**src/rtl/ftmr_pkg.sv**
```systemverilog
package ftmr_pkg;
  localparam int CNT_W     = 12;
  localparam int DATA_W    = 8;
  localparam int ADDR_W    = 8;
  localparam int FAST_TAP  = 6;
  localparam int SLOW_TAP  = 9;
  localparam int NUM_IRQ   = 2;
  localparam logic [ADDR_W-1:0] LO_ADDR = 8'h24;
  localparam logic [ADDR_W-1:0] HI_ADDR = 8'h25;

  // counter bit whose falling edge drives interrupt request i
  function automatic int irq_tap(input int i);
    return (i == 0) ? FAST_TAP : SLOW_TAP;
  endfunction
endpackage

```
**src/rtl/ftmr_count.sv**
```systemverilog
module ftmr_count #(
  parameter int CNT_W = ftmr_pkg::CNT_W
) (
  input  logic             clk,
  input  logic             rst,
  input  logic             tick,
  output logic [CNT_W-1:0] count_o
);
  logic [CNT_W-1:0] count_q;

  always_ff @(posedge clk) begin
    if (rst)       count_q <= '0;
    else if (tick) count_q <= count_q + 1'b1;  // natural wrap at all-ones
  end

  assign count_o = count_q;
endmodule

```
**src/rtl/ftmr_irq_tap.sv**
```systemverilog
module ftmr_irq_tap #(
  parameter int TAP = 6
) (
  input  logic         clk,
  input  logic         rst,
  input  logic         tick,
  input  logic [TAP:0] low_bits,
  output logic         irq_o
);
  logic irq_q;

  // bit TAP falls exactly when the bits up to TAP are all ones and a tick arrives
  always_ff @(posedge clk) begin
    if (rst) irq_q <= 1'b0;
    else     irq_q <= tick && (&low_bits);
  end

  assign irq_o = irq_q;
endmodule

```
**src/rtl/ftmr_rdport.sv**
```systemverilog
module ftmr_rdport #(
  parameter int                CNT_W   = ftmr_pkg::CNT_W,
  parameter int                DATA_W  = ftmr_pkg::DATA_W,
  parameter int                ADDR_W  = ftmr_pkg::ADDR_W,
  parameter logic [ADDR_W-1:0] LO_ADDR = ftmr_pkg::LO_ADDR,
  parameter logic [ADDR_W-1:0] HI_ADDR = ftmr_pkg::HI_ADDR
) (
  input  logic              clk,
  input  logic              rst,
  input  logic              rd_en,
  input  logic [ADDR_W-1:0] addr,
  input  logic [CNT_W-1:0]  count,
  output logic [DATA_W-1:0] rdata,
  output logic [CNT_W-DATA_W-1:0] shadow_o
);
  localparam int HI_W  = CNT_W - DATA_W;
  localparam int PAD_W = DATA_W - HI_W;

  logic [HI_W-1:0]   shadow_q;
  logic [DATA_W-1:0] rdata_q;

  always_ff @(posedge clk) begin
    if (rst) begin
      shadow_q <= '0;
      rdata_q  <= '0;
    end else if (rd_en) begin
      if (addr == LO_ADDR) begin
        rdata_q  <= count[DATA_W-1:0];
        shadow_q <= count[CNT_W-1:DATA_W];
      end else if (addr == HI_ADDR) begin
        rdata_q  <= {{PAD_W{1'b0}}, shadow_q};
      end else begin
        rdata_q  <= '0;
      end
    end
  end

  assign rdata    = rdata_q;
  assign shadow_o = shadow_q;
endmodule

```
**src/rtl/ftmr_top.sv**
```systemverilog
module ftmr_top #(
  parameter int                CNT_W   = ftmr_pkg::CNT_W,
  parameter int                DATA_W  = ftmr_pkg::DATA_W,
  parameter int                ADDR_W  = ftmr_pkg::ADDR_W,
  parameter logic [ADDR_W-1:0] LO_ADDR = ftmr_pkg::LO_ADDR,
  parameter logic [ADDR_W-1:0] HI_ADDR = ftmr_pkg::HI_ADDR
) (
  input  logic              clk,
  input  logic              rst,
  input  logic              tick,
  input  logic              rd_en,
  input  logic [ADDR_W-1:0] addr,
  output logic [DATA_W-1:0] rdata,
  output logic              irq_fast,
  output logic              irq_slow
);
  localparam int NUM_IRQ = ftmr_pkg::NUM_IRQ;
  localparam int HI_W    = CNT_W - DATA_W;

  logic [CNT_W-1:0]   count;
  logic [HI_W-1:0]    shadow;
  logic [NUM_IRQ-1:0] irq_vec;

  ftmr_count #(.CNT_W(CNT_W)) u_count (
    .clk(clk), .rst(rst), .tick(tick), .count_o(count)
  );

  for (genvar g = 0; g < NUM_IRQ; g++) begin : g_irq
    localparam int TAP = ftmr_pkg::irq_tap(g);
    ftmr_irq_tap #(.TAP(TAP)) u_tap (
      .clk(clk), .rst(rst), .tick(tick),
      .low_bits(count[TAP:0]), .irq_o(irq_vec[g])
    );
  end

  ftmr_rdport #(
    .CNT_W(CNT_W), .DATA_W(DATA_W), .ADDR_W(ADDR_W),
    .LO_ADDR(LO_ADDR), .HI_ADDR(HI_ADDR)
  ) u_rdport (
    .clk(clk), .rst(rst), .rd_en(rd_en), .addr(addr),
    .count(count), .rdata(rdata), .shadow_o(shadow)
  );

  assign irq_fast = irq_vec[0];
  assign irq_slow = irq_vec[1];
endmodule

```
**config.mk**
```make
export PLATFORM = sky130hd
export DESIGN_NAME = ftmr_top
export DESIGN_NICKNAME = d
export VERILOG_FILES = /design/src/rtl/ftmr_pkg.sv /design/src/rtl/ftmr_count.sv /design/src/rtl/ftmr_irq_tap.sv /design/src/rtl/ftmr_rdport.sv /design/src/rtl/ftmr_top.sv
export SDC_FILE = /design/constraint.sdc
export NUM_CORES = 1
export LEC_CHECK = 0
export BUFFER_PORTS_ARGS = -buffer_cell sky130_fd_sc_hd__buf_2
export CORE_AREA = 2 2 54 56
export CTS_BUF_LIST = sky130_fd_sc_hd__clkbuf_4 sky130_fd_sc_hd__clkbuf_8
export DETAILED_ROUTE_END_ITERATION = 16
export DIE_AREA = 0 0 56 58
export PLACE_DENSITY_LB_ADDON = 0.05
export RECOVER_POWER = 50
export REMOVE_ABC_BUFFERS = 1
export SYNTH_ARGS = -nofsm -noshare
export SYNTH_HDL_FRONTEND = slang
export SYNTH_SLANG_ARGS = --single-unit
```
**constraint.sdc**
```tcl
create_clock -name clk -period 2 [get_ports clk]
set_clock_uncertainty 0.15 [all_clocks]
set_input_delay 0.3 -clock clk [delete_from_list [all_inputs] [get_ports clk]]
set_output_delay 0.3 -clock clk [all_outputs]
set_load 0.05 [all_outputs]
```
==> results.tsv <==
metric	value	unit
status	completed	
ant_nets	0	
crit_path_start_kind	primary input	
critPathMaxStageDelay	0.66	ns
cts_buffer_depth	2	
finalCriticalPeriod	1.737	ns
pin_count	22	
gp_congestion	0.6814	
holdBufCountCts	0	
crit_path_end_kind	flop	
viasPerCell	5.170	
top_layer_used	met4	
drt_iter0_markers	16	
grt_pass1_vias	832	
areaGrowthSynthToFinish	14.16	%
async_flop_share	0	
rows	19	
relSlewSlack	0.4878	
yosysMostFrequentCell	dfxtp_1	
cp.arrival	1.87	ns
numClockSinks	26	
powerDensity	727.6	nW/um2
synth_common_cells	26 x dfxtp_1, 10 x nor2_1, 9 x mux2i_1	
grt_first_pass_wirelength	3843	um
max_freq	575.8	MHz
final_nets	148	
wirelength	2179	um
path_clk_slew	0.15	ns
die_area	3248	um2
hold_viol	0	
period_share	0.8683	
netlist_area	1131	um2
maxSlewViolCount	0	
drc_errors	0	
synth_top_area_cell	dfxtp_1	
numCtsBuffers	3	
ys.flop_type	dfxtp_1	
die_x	56	um
htree_levels	1	
power_frac_comb	0.053	
internal-power	750.4	uW
synth.yosys.seq_area_share	0.4602	
postCtsSetupRepairBufs	0	
initial_core_util	0.4248	
detail_route.wl_per_cell	13.21	um
dp_hpwl	1630	um
rsz0062_at_grt	no	
synth-seq-cells	26	
first_pass_iters	4	
antenna_found_initial	0	
cap_violations	0	
worst_pin_slew	0.7613	ns
die_h	58	um
detailroute.wirelength.met3	106	um
synth_top_area_share	0.4602	
cp_max_fo	4	
hold_class	primary input to flop	
synth.avg_cell_area	10.19	um2
yosys-top-cells-area	dfxtp_1 46%, mux2i_1 8.0%, nand2b_1 4.4%, mux2_2 4.0%, a22o_2 3.5%	
grt.overflow.total	0	
cts-resized-gates	0	
tritoncts	done	
crit_type	primary input to flop	
p_seq_frac	0.561	
grt_start_max_net_pins	29	
p_leak	0.4973	nW
fill_cells	282	
clk_latency	0.32	ns
crit_slowest_cell	nor4_1	
net-switching-power	189.1	uW
port_buffers	21	
pwr-share-clk	0.385	
ir_worst_vdd	360.2	uV
synth_edf_count	0	
setup_viol	0	
antenna_cells	0	
grtUsageTotal	0.1514	
wl_met1	1108	um
swShare	0.2013	
crit_chain	buf_2 > or4b_1 > nor4_1 > a22o_2	
yosysUniqueCellTypes	29	
crit_required	2.13	ns
core	2663	um2
synth_warnings	0	
cts-root-buf	clkbuf_4	
setup_tns	0	ns
p_total	939.5	uW
wl_met2	949	um
synthCells	111	
vias	853	
layout-drive-gt1-share	0.2761	
final timing paths:
kind	startpoint	end	slack, ns	cells past startpoint
worst min register to register	u_rdport.shadow_o[3]$_SDFFE_PP0P_	u_rdport.shadow_o[3]$_SDFFE_PP0P_	0.34	2
worst max-delay path	addr[4]	u_rdport.rdata[6]$_SDFFE_PP0P_	0.26	4
worst min-delay path	tick	u_count.count_o[1]$_SDFFE_PP0P_	0.15	3
worst max register to register	u_count.count_o[3]$_SDFFE_PP0P_	u_count.count_o[11]$_SDFFE_PP0P_	0.31	3
registers in the layout, indices dropped and copies added (netlist names):
register	flops
u_rdport.shadow_o	4
u_count.count_o	12
u_rdport.rdata	8
g_irq.u_tap.irq_o	2
cell usage in the layout, fill, tap and decap left out:
master	count
inv_1	4
a21oi_1	3
mux2i_1	9
or4b_1	1
buf_4	1
clkbuf_4	3
or3_1	3
nor2_1	10
nand2_1	2
bufinv_16	1
a22o_2	4
buf_2	20
nand2b_1	8
xnor2_1	1
xor2_1	3
and4b_1	1
nor4_1	3
o21ai_0	3
nand3_1	3
nor4bb_1	1
or2_2	4
mux2_2	4
clkbuf_1	2
a32oi_1	4
nor4b_1	1
dfxtp_1	26
nor3_1	4
or4bb_1	1
nand4_1	3
ha_1	1
cell type report:
cell class | count | area [um2] | share of cell area
clock buffer | 3 | 22.52 | 0.01744
clock inverter | 1 | 30.03 | 0.02326
inverter | 4 | 15.01 | 0.01163
multi-input combinational | 77 | 549.3 | 0.4254
sequential | 26 | 520.5 | 0.4031
tap | 31 | 38.79 | 0.03004
timing repair buffer | 23 | 115.1 | 0.08915
routing by layer:
| layer | global-route usage | up-vias |
|---|---|---|
| met4 | 0.07143 | 0 |
| met1 | 0.1989 | 379 |
| li1 | - | 446 |
| met2 | 0.2420 | 26 |
| met5 | 0 | - |
| met3 | 0.02902 | 2 |
power by group through the flow:
stage / sequential [mW] / combinational, mW / clock, mW
after global routing: 0.529 / 0.0565 / 0.395
final: 0.527 / 0.0502 / 0.362
after CTS: 0.528 / 0.0544 / 0.376
after detailed placement: 0.539 / 0.0542 / 0
after floorplan: 0.538 / 0.0265 / 0
after global placement: 0.538 / 0.0533 / 0
critical path: cells and delay by family:
kind	cells	cell delay (ns)
compound gates	1	0.26
buf+inv	1	0.10
simple gates	2	1.21
stage by stage:
step / hold slack [ns] / util / instance area (um2) / std cells / setup slack, ns
after global routing: 0.1538 / 0.4850 / 1291 / 165 / 0.1634
after global placement: 0.3110 / 0.4784 / 1274 / 161 / 0.2611
final: 0.1515 / 0.4850 / 1291 / 165 / 0.2633
after detailed placement: 0.3147 / 0.4784 / 1274 / 161 / 0.2718
after CTS: 0.1373 / 0.4981 / 1326 / 165 / 0.3040
after floorplan: 0.2191 / - / 1115 / 107 / 0.4512
cells by family (layout without fill, tap and decap cells):
kind of cell / count (synthesis) / after routing / share of synthesized area
buf+inv: 8 / 31 / 0.02765
flops: 26 / 26 / 0.4602
fa+ha+maj: 1 / 1 / 0.01106
compound gates: 14 / 14 / 0.09291
mux: 13 / 13 / 0.1195
xor+xnor: 4 / 4 / 0.03098
simple gates: 45 / 45 / 0.2577
Note: power is estimated with default switching activity, not from simulation.
